File: src/rtl/rsg_pkg.sv
package rsg_pkg;

  localparam int unsigned ADDR_W = 64;

  typedef enum logic [1:0] {
    CAUSE_NONE     = 2'd0,
    CAUSE_MISALIGN = 2'd1,
    CAUSE_MISMATCH = 2'd2,
    CAUSE_OVERFLOW = 2'd3
  } cause_e;

  // Classify a return against the stored top entry.
  function automatic cause_e classify_return(logic [ADDR_W-1:0] top,
                                             logic [ADDR_W-1:0] tgt);
    cause_e c;
    if (top == '0)                          c = CAUSE_NONE;
    else if (top[1:0] != 2'b00)             c = CAUSE_MISALIGN;
    else if ((tgt != '0) && (tgt != top))   c = CAUSE_MISMATCH;
    else                                    c = CAUSE_NONE;
    return c;
  endfunction

  // A stored entry takes part in a check only when it is non-zero.
  function automatic logic entry_checked(logic [ADDR_W-1:0] top);
    return top != '0;
  endfunction

  // Feature query: bit 0 is cleared to signal that checking is active.
  function automatic logic [ADDR_W-1:0] query_word(logic [ADDR_W-1:0] w,
                                                   logic en);
    logic [ADDR_W-1:0] mask;
    mask = {{(ADDR_W-1){1'b1}}, ~en};
    return w & mask;
  endfunction

endpackage

File: src/rtl/rsg_store.sv
module rsg_store
  import rsg_pkg::*;
#(
  parameter int unsigned DEPTH = 16
) (
  input  logic              clk,
  input  logic              rst_n,
  input  logic              rm_req,
  input  logic              ins_req,
  input  logic [ADDR_W-1:0] ins_data,
  output logic [ADDR_W-1:0] top,
  output logic              rm_taken,
  output logic              ins_taken,
  output logic              ins_drop,
  output logic [$clog2(DEPTH+1)-1:0] cnt
);

  localparam int unsigned CNT_W = $clog2(DEPTH + 1);
  localparam int unsigned PTR_W = (DEPTH > 1) ? $clog2(DEPTH) : 1;
  localparam logic [CNT_W-1:0] FULL_CNT = CNT_W'(DEPTH);
  localparam logic [CNT_W-1:0] ONE      = CNT_W'(1);

  logic [ADDR_W-1:0] mem [DEPTH];
  logic              empty;
  logic [CNT_W-1:0]  cnt_mid;
  logic [CNT_W-1:0]  cnt_nxt;
  logic [PTR_W-1:0]  rd_idx;
  logic [PTR_W-1:0]  wr_idx;

  assign empty  = (cnt == '0);
  assign rd_idx = PTR_W'(cnt - ONE);
  assign top    = empty ? '0 : mem[rd_idx];

  // Removal phase, then insertion phase.
  assign rm_taken  = rm_req && !empty;
  assign cnt_mid   = rm_taken ? (cnt - ONE) : cnt;
  assign ins_taken = ins_req && (cnt_mid < FULL_CNT);
  assign ins_drop  = ins_req && !ins_taken;
  assign wr_idx    = PTR_W'(cnt_mid);
  assign cnt_nxt   = ins_taken ? (cnt_mid + ONE) : cnt_mid;

  always_ff @(posedge clk) begin
    if (ins_taken) mem[wr_idx] <= ins_data;
  end

  always_ff @(posedge clk) begin
    if (!rst_n) cnt <= '0;
    else        cnt <= cnt_nxt;
  end

  assert_count_bound_R9: assert property (@(posedge clk) disable iff (!rst_n)
    cnt <= FULL_CNT);

  assert_empty_pop_keeps_R5: assert property (@(posedge clk) disable iff (!rst_n)
    (rm_req && empty && !ins_req) |=> (cnt == '0));

  assert_full_drop_stable_R9: assert property (@(posedge clk) disable iff (!rst_n)
    ins_drop |=> (cnt == FULL_CNT));

endmodule

File: src/rtl/rsg_ret_check.sv
module rsg_ret_check
  import rsg_pkg::*;
(
  input  logic              ret_req,
  input  logic [ADDR_W-1:0] top,
  input  logic [ADDR_W-1:0] tgt,
  output logic              ret_remove,
  output cause_e            ret_cause
);

  always_comb begin
    ret_remove = 1'b0;
    ret_cause  = CAUSE_NONE;
    if (ret_req) begin
      ret_remove = entry_checked(top);
      ret_cause  = classify_return(top, tgt);
    end
  end

endmodule

File: src/rtl/rsg_query.sv
module rsg_query
  import rsg_pkg::*;
(
  input  logic              en,
  input  logic [ADDR_W-1:0] word_in,
  output logic [ADDR_W-1:0] word_out
);

  assign word_out = query_word(word_in, en);

  always_comb begin
    assert_query_high_bits_R7: assert (word_out[ADDR_W-1:1] == word_in[ADDR_W-1:1]);
  end

endmodule

File: src/rtl/retaddr_guard.sv
module retaddr_guard
  import rsg_pkg::*;
#(
  parameter int unsigned DEPTH = 16
) (
  input  logic              clk,
  input  logic              rst_n,
  input  logic              chk_en,
  input  logic              call_vld,
  input  logic [63:0]       call_link,
  input  logic              ret_vld,
  input  logic [63:0]       ret_tgt,
  input  logic              push_vld,
  input  logic [63:0]       push_data,
  input  logic              pop_vld,
  output logic [63:0]       pop_data,
  input  logic [63:0]       query_in,
  output logic [63:0]       query_out,
  output logic              fault_vld,
  output logic [1:0]        fault_cause
);

  localparam int unsigned CNT_W = $clog2(DEPTH + 1);

  // Named internal events.
  logic              rm_req;
  logic              ins_req;
  logic [ADDR_W-1:0] ins_data;
  logic [ADDR_W-1:0] top;
  logic              rm_taken;
  logic              ins_taken;
  logic              ins_drop;
  logic [CNT_W-1:0]  cnt;
  logic              ret_remove;
  cause_e            ret_cause;
  logic              pop_served;
  cause_e            cause_nxt;
  cause_e            cause_q;
  logic              vld_q;
  logic [ADDR_W-1:0] pop_q;

  rsg_ret_check u_check (
    .ret_req    (ret_vld),
    .top        (top),
    .tgt        (ret_tgt),
    .ret_remove (ret_remove),
    .ret_cause  (ret_cause)
  );

  // Return owns the removal slot; call owns the insertion slot.
  assign pop_served = pop_vld && !ret_vld;
  assign rm_req     = ret_vld ? ret_remove : pop_vld;
  assign ins_req    = call_vld || push_vld;
  assign ins_data   = call_vld ? call_link : push_data;

  rsg_store #(.DEPTH(DEPTH)) u_store (
    .clk       (clk),
    .rst_n     (rst_n),
    .rm_req    (rm_req),
    .ins_req   (ins_req),
    .ins_data  (ins_data),
    .top       (top),
    .rm_taken  (rm_taken),
    .ins_taken (ins_taken),
    .ins_drop  (ins_drop),
    .cnt       (cnt)
  );

  rsg_query u_query (
    .en       (chk_en),
    .word_in  (query_in),
    .word_out (query_out)
  );

  always_comb begin
    cause_nxt = CAUSE_NONE;
    if (chk_en) begin
      if (ret_cause != CAUSE_NONE) cause_nxt = ret_cause;
      else if (ins_drop)           cause_nxt = CAUSE_OVERFLOW;
    end
  end

  always_ff @(posedge clk) begin
    if (!rst_n) begin
      cause_q <= CAUSE_NONE;
      vld_q   <= 1'b0;
      pop_q   <= '0;
    end else begin
      cause_q <= cause_nxt;
      vld_q   <= (cause_nxt != CAUSE_NONE);
      if (pop_served) pop_q <= top;
    end
  end

  assign fault_vld   = vld_q;
  assign fault_cause = cause_q;
  assign pop_data    = pop_q;

  assert_disabled_silent_R8: assert property (@(posedge clk) disable iff (!rst_n)
    !chk_en |=> !fault_vld);

  assert_zero_top_kept_R2: assert property (@(posedge clk) disable iff (!rst_n)
    (ret_vld && (top == '0)) |=>
      (cnt == $past(cnt) + CNT_W'($past(ins_taken))));

  assert_checked_removed_R4: assert property (@(posedge clk) disable iff (!rst_n)
    (ret_vld && (top != '0)) |=>
      (cnt == $past(cnt) - CNT_W'(1) + CNT_W'($past(ins_taken))));

  assert_pop_blocked_by_ret_R11: assert property (@(posedge clk) disable iff (!rst_n)
    (ret_vld && pop_vld) |=> $stable(pop_data));

  assert_strobe_cause_R10: assert property (@(posedge clk) disable iff (!rst_n)
    (fault_vld == (fault_cause != 2'd0)));

endmodule

File: config.mk
export PLATFORM = sky130hd
export DESIGN_NAME = retaddr_guard
export DESIGN_NICKNAME = d
export VERILOG_FILES = /design/src/rtl/rsg_pkg.sv /design/src/rtl/rsg_store.sv /design/src/rtl/rsg_ret_check.sv /design/src/rtl/rsg_query.sv /design/src/rtl/retaddr_guard.sv
export SDC_FILE = /design/constraint.sdc
export NUM_CORES = 1
export LEC_CHECK = 0
export BUFFER_PORTS_ARGS = -buffer_cell sky130_fd_sc_hd__buf_2
export CAP_MARGIN = 20
export CORE_ASPECT_RATIO = 0.5
export CORE_MARGIN = 8
export CORE_UTILIZATION = 40
export DETAILED_ROUTE_END_ITERATION = 7
export GPL_TIMING_DRIVEN = 0
export PLACE_DENSITY = 0.68
export SYNTH_ARGS = -nofsm -noshare
export SYNTH_HDL_FRONTEND = slang
export SYNTH_HIERARCHICAL = 1
export SYNTH_SLANG_ARGS = --single-unit
File: constraint.sdc
create_clock -name clk -period 7.98 [get_ports clk]
set_input_delay 1.596 -clock clk [delete_from_list [all_inputs] [get_ports clk]]
set_output_delay 1.596 -clock clk [all_outputs]
set_load 0.03 [all_outputs]
==> results.md <==
- Layout Area Growth over Synthesis: 19.4%
- Maximum vdd drop: 0.278 mV
- Setup Skew: 0.0178 ns
- CP max FO: 20
- Vias in the first global route: 25866
- Clk sink count: 1096
- Type of the most critical hold path: reg -> reg
- # IOs: 394
- Relative slew slack: 14.4%
- Maximum number of pins on one net before global-route repair: 24
- Post-Syn Nets: 2482
- Mean Syn Cell Area: 19.8 µm²
- Post-Syn Instances: 2218
- Antenna cells: 0
- Synthesis-stage register bit count: 1096
- Die ar.: 121000 µm²
- CTS max path bufs: 3
- Area contributors post-synth: edfxtp_1, mux4_2, dfxtp_1
- Die height: 251 µm
- Die W: 485 µm
- IO Port Bufs: 329
- Crit-path cells: buf_6 > clkbuf_4 > buf_4 > inv_1 > ha_2 > clkbuf_1 > mux4_2 > a221oi_1 > nor2_1 > nor4_1 > nand4_1 > nor4_1 > nor2b_1 > a21o_1 > clkbuf_1 > and3b_1 > a2111oi_1 > a21bo_2 > nor2_4 > buf_12 > buf_16 > buf_16
- Post-synth cell types: 62
- Drt pass-1 iters: 5
- Fin crit share: 99.9%
- Synth Flop Type: edfxtp_1
- CP Capture Type: flop
- Worst path slowest cell: clkbuf_1
- GRT Total Usage: 20.0%
- Layout Utilization: 48.0%
- Setup Viol. Count Final: 0
- Most common cell in the netlist: edfxtp_1
- Clock Pin Slew Worst Setup and Hold Paths: 0.07 ns
- Post-synthesis sequential area ratio: 73.2%
- H-tree Lvls: 3
- Min Tclk post-route: 7.97 ns
- WP data arrival: 8.34 ns
- First-pass GRT wire length: 179000 µm
- Worst-Margin Slew: 1.27 ns
- Layout cells sized above 1: 38.0%
- Critical path buffers and inverters: 9
- Mapped cell area: 44000 µm²
- Num CTS Buffers: 100
- Routability cong.: 0.960
- Status: completed
- CP max stage delay: 0.80 ns
- Routed Antenna Nets: 0
- DR WL/cell: 29.5 µm
- Leak: 17.5 nW
- Placement Setup Slack: -2.37 ns
- Yosys warnings: 6
- Fin nets: 2994
- Power Density: 430 nW/µm²
- Clock Tree Root: clkbuf_16
- Fillers: 8873
- Crit-path leading delay family: buffers and inverters
- RSZ-0062 raised after global routing: false
- Aggregate routed wire length: 126000 µm
- Slew Limit Fails: 0
- Largest area contributor in the netlist: edfxtp_1
- Number of flops mapped to enable cells by yosys: 1024
- Clock Latency Late Sink: 0.67 ns
- Core area: 110000 µm²
- Max cap viols: 0
- Initial drt markers: 2812
- Startpoint Class: flop
- Req. time, crit path: 8.34 ns
- FFs w/ async S/R, synth: 0%
- Rows: 86
- Post-synth top cells: edfxtp_1, mux4_2, nand2_1
- Fin. Hold Viols: 0
- Vias/cell: 5.87
- Setup Crit Path Kind: reg -> reg
- Initial Util: 40.2%
- Routed via count: 25042
- Peak Freq: 125 MHz
- Final worst setup slack: 0.00765 ns
- DP HPWL: 86300 µm
- TritonCTS clock tree: done
- Grt ovf: 0
- Antenna violations before repair: 2
- DRC: 0
- Top cell type's share of synthesized area: 69.9%
## path summary, 6_finish.rpt
| check | cells past startpoint | start | end | slack [ns] |
|---|---|---|---|---|
| setup / recovery | 22 | u_store/cnt[0]$_SDFF_PN0_ | u_store/mem[10][8]$_DFFE_PP_ | 0.008 |
| hold / removal | 2 | pop_data[33]$_SDFFE_PN0P_ | pop_data[33]$_SDFFE_PN0P_ | 0.46 |
| setup reg to reg | 22 | u_store/cnt[0]$_SDFF_PN0_ | u_store/mem[10][8]$_DFFE_PP_ | 0.008 |
| hold reg to reg | 2 | pop_data[33]$_SDFFE_PN0P_ | pop_data[33]$_SDFFE_PN0P_ | 0.46 |
## report_power, final
part | total, mW | internal [mW] | switching [mW]
clock network | 4.95 | 2.91 | 2.05
registers | 7.49 | 7.27 | 0.217
logic | 10.2 | 3.46 | 6.71
## area by class of cell
class	count	area, µm²	area share [%]
Clock inverter	46	589	1.12
Timing Repair Buffer	408	3050	5.80
Inverter	7	26.3	0.0500
Buffer	186	1200	2.29
Sequential cell	1096	32200	61.3
Multi-Input combinational cell	931	10900	20.7
Clock buffer	140	2810	5.34
Tap cell	1452	1820	3.46
## per-layer routing
layer	GRT usage, %	part of all wire [%]	up-vias
li1	-	-	10098
met5	0	0	-
met4	9.37	5.0	0
met3	3.91	9.6	268
met1	25.5	37	13167
met2	33.2	49	1509
## cells by family after synthesis
kind of cell             after synthesis  synth area share [%]
AND/OR/NAND/NOR                      317                  3.37
buffers and inverters                195                  2.69
adder cells (fa/ha/maj)                1                0.0284
AO/OA/AOI/OAI                        157                  2.74
XOR/XNOR                              67                  1.37
multiplexers                         385                  16.6
flip-flops                          1096                  73.2
## state kept, by name, indices dropped and copies added (netlist names)
| signal | cells |
|---|---|
| u_store/cnt | 5 |
| fault_cause | 2 |
| fault_vld | 1 |
| pop_data | 64 |
| u_store/mem | 1024 |
## worst min-delay path, cell delays in order, from the launching register on
cell	delay [ns]
dfxtp_1	0.31
nand2_1	0.05
mux2i_1	0.05
## placed cells by master, fill, tap and decap left out, types with 5 or more instances in the layout
master and instances:
nor4_1 37, buf_2 371, clkinv_2 15, a221oi_1 64
mux4_2 256, xnor2_1 65, buf_8 7, nand4_1 27
edfxtp_1 1024, dfxtp_1 72, clkbuf_2 25, mux2i_1 65
inv_1 6, o22ai_1 64, nor2_1 54, nand2b_1 5
bufinv_16 14, buf_12 31, mux2_2 15, clkbuf_1 65
clkinv_1 11, clkbuf_8 7, nor2_2 21, buf_4 88
buf_16 22, nor2_4 15, mux2_4 49, nand2_1 131
clkbuf_16 104, buf_6 9
## per-stage QoR
stage / instance area, µm² / total power, mW / TNS, ns / hold WS [ns] / instances
after floorplan: 44000 / 13.2 / 0 / 0.579 / 2218
after global routing: 52500 / 23.2 / 0 / 0.484 / 4266
after global placement: 47500 / 17.0 / -6799.95 / 0.445 / 3999
after CTS: 52500 / 22.4 / 0 / 0.463 / 4266
after detailed placement: 48800 / 17.3 / -1724.50 / 0.450 / 4057
final: 52500 / 22.6 / 0 / 0.462 / 4266
## repair_timing
action | in CTS | in global routing
setup buffers | 20 | 0
pin swaps | 11 | 0
gates resized for setup | 39 | 27
gates cloned | 4 | 0
setup endpoints to repair | 1029 | 651
hold buffers | 0 | 0
Note: power is estimated with default switching activity, not from simulation.
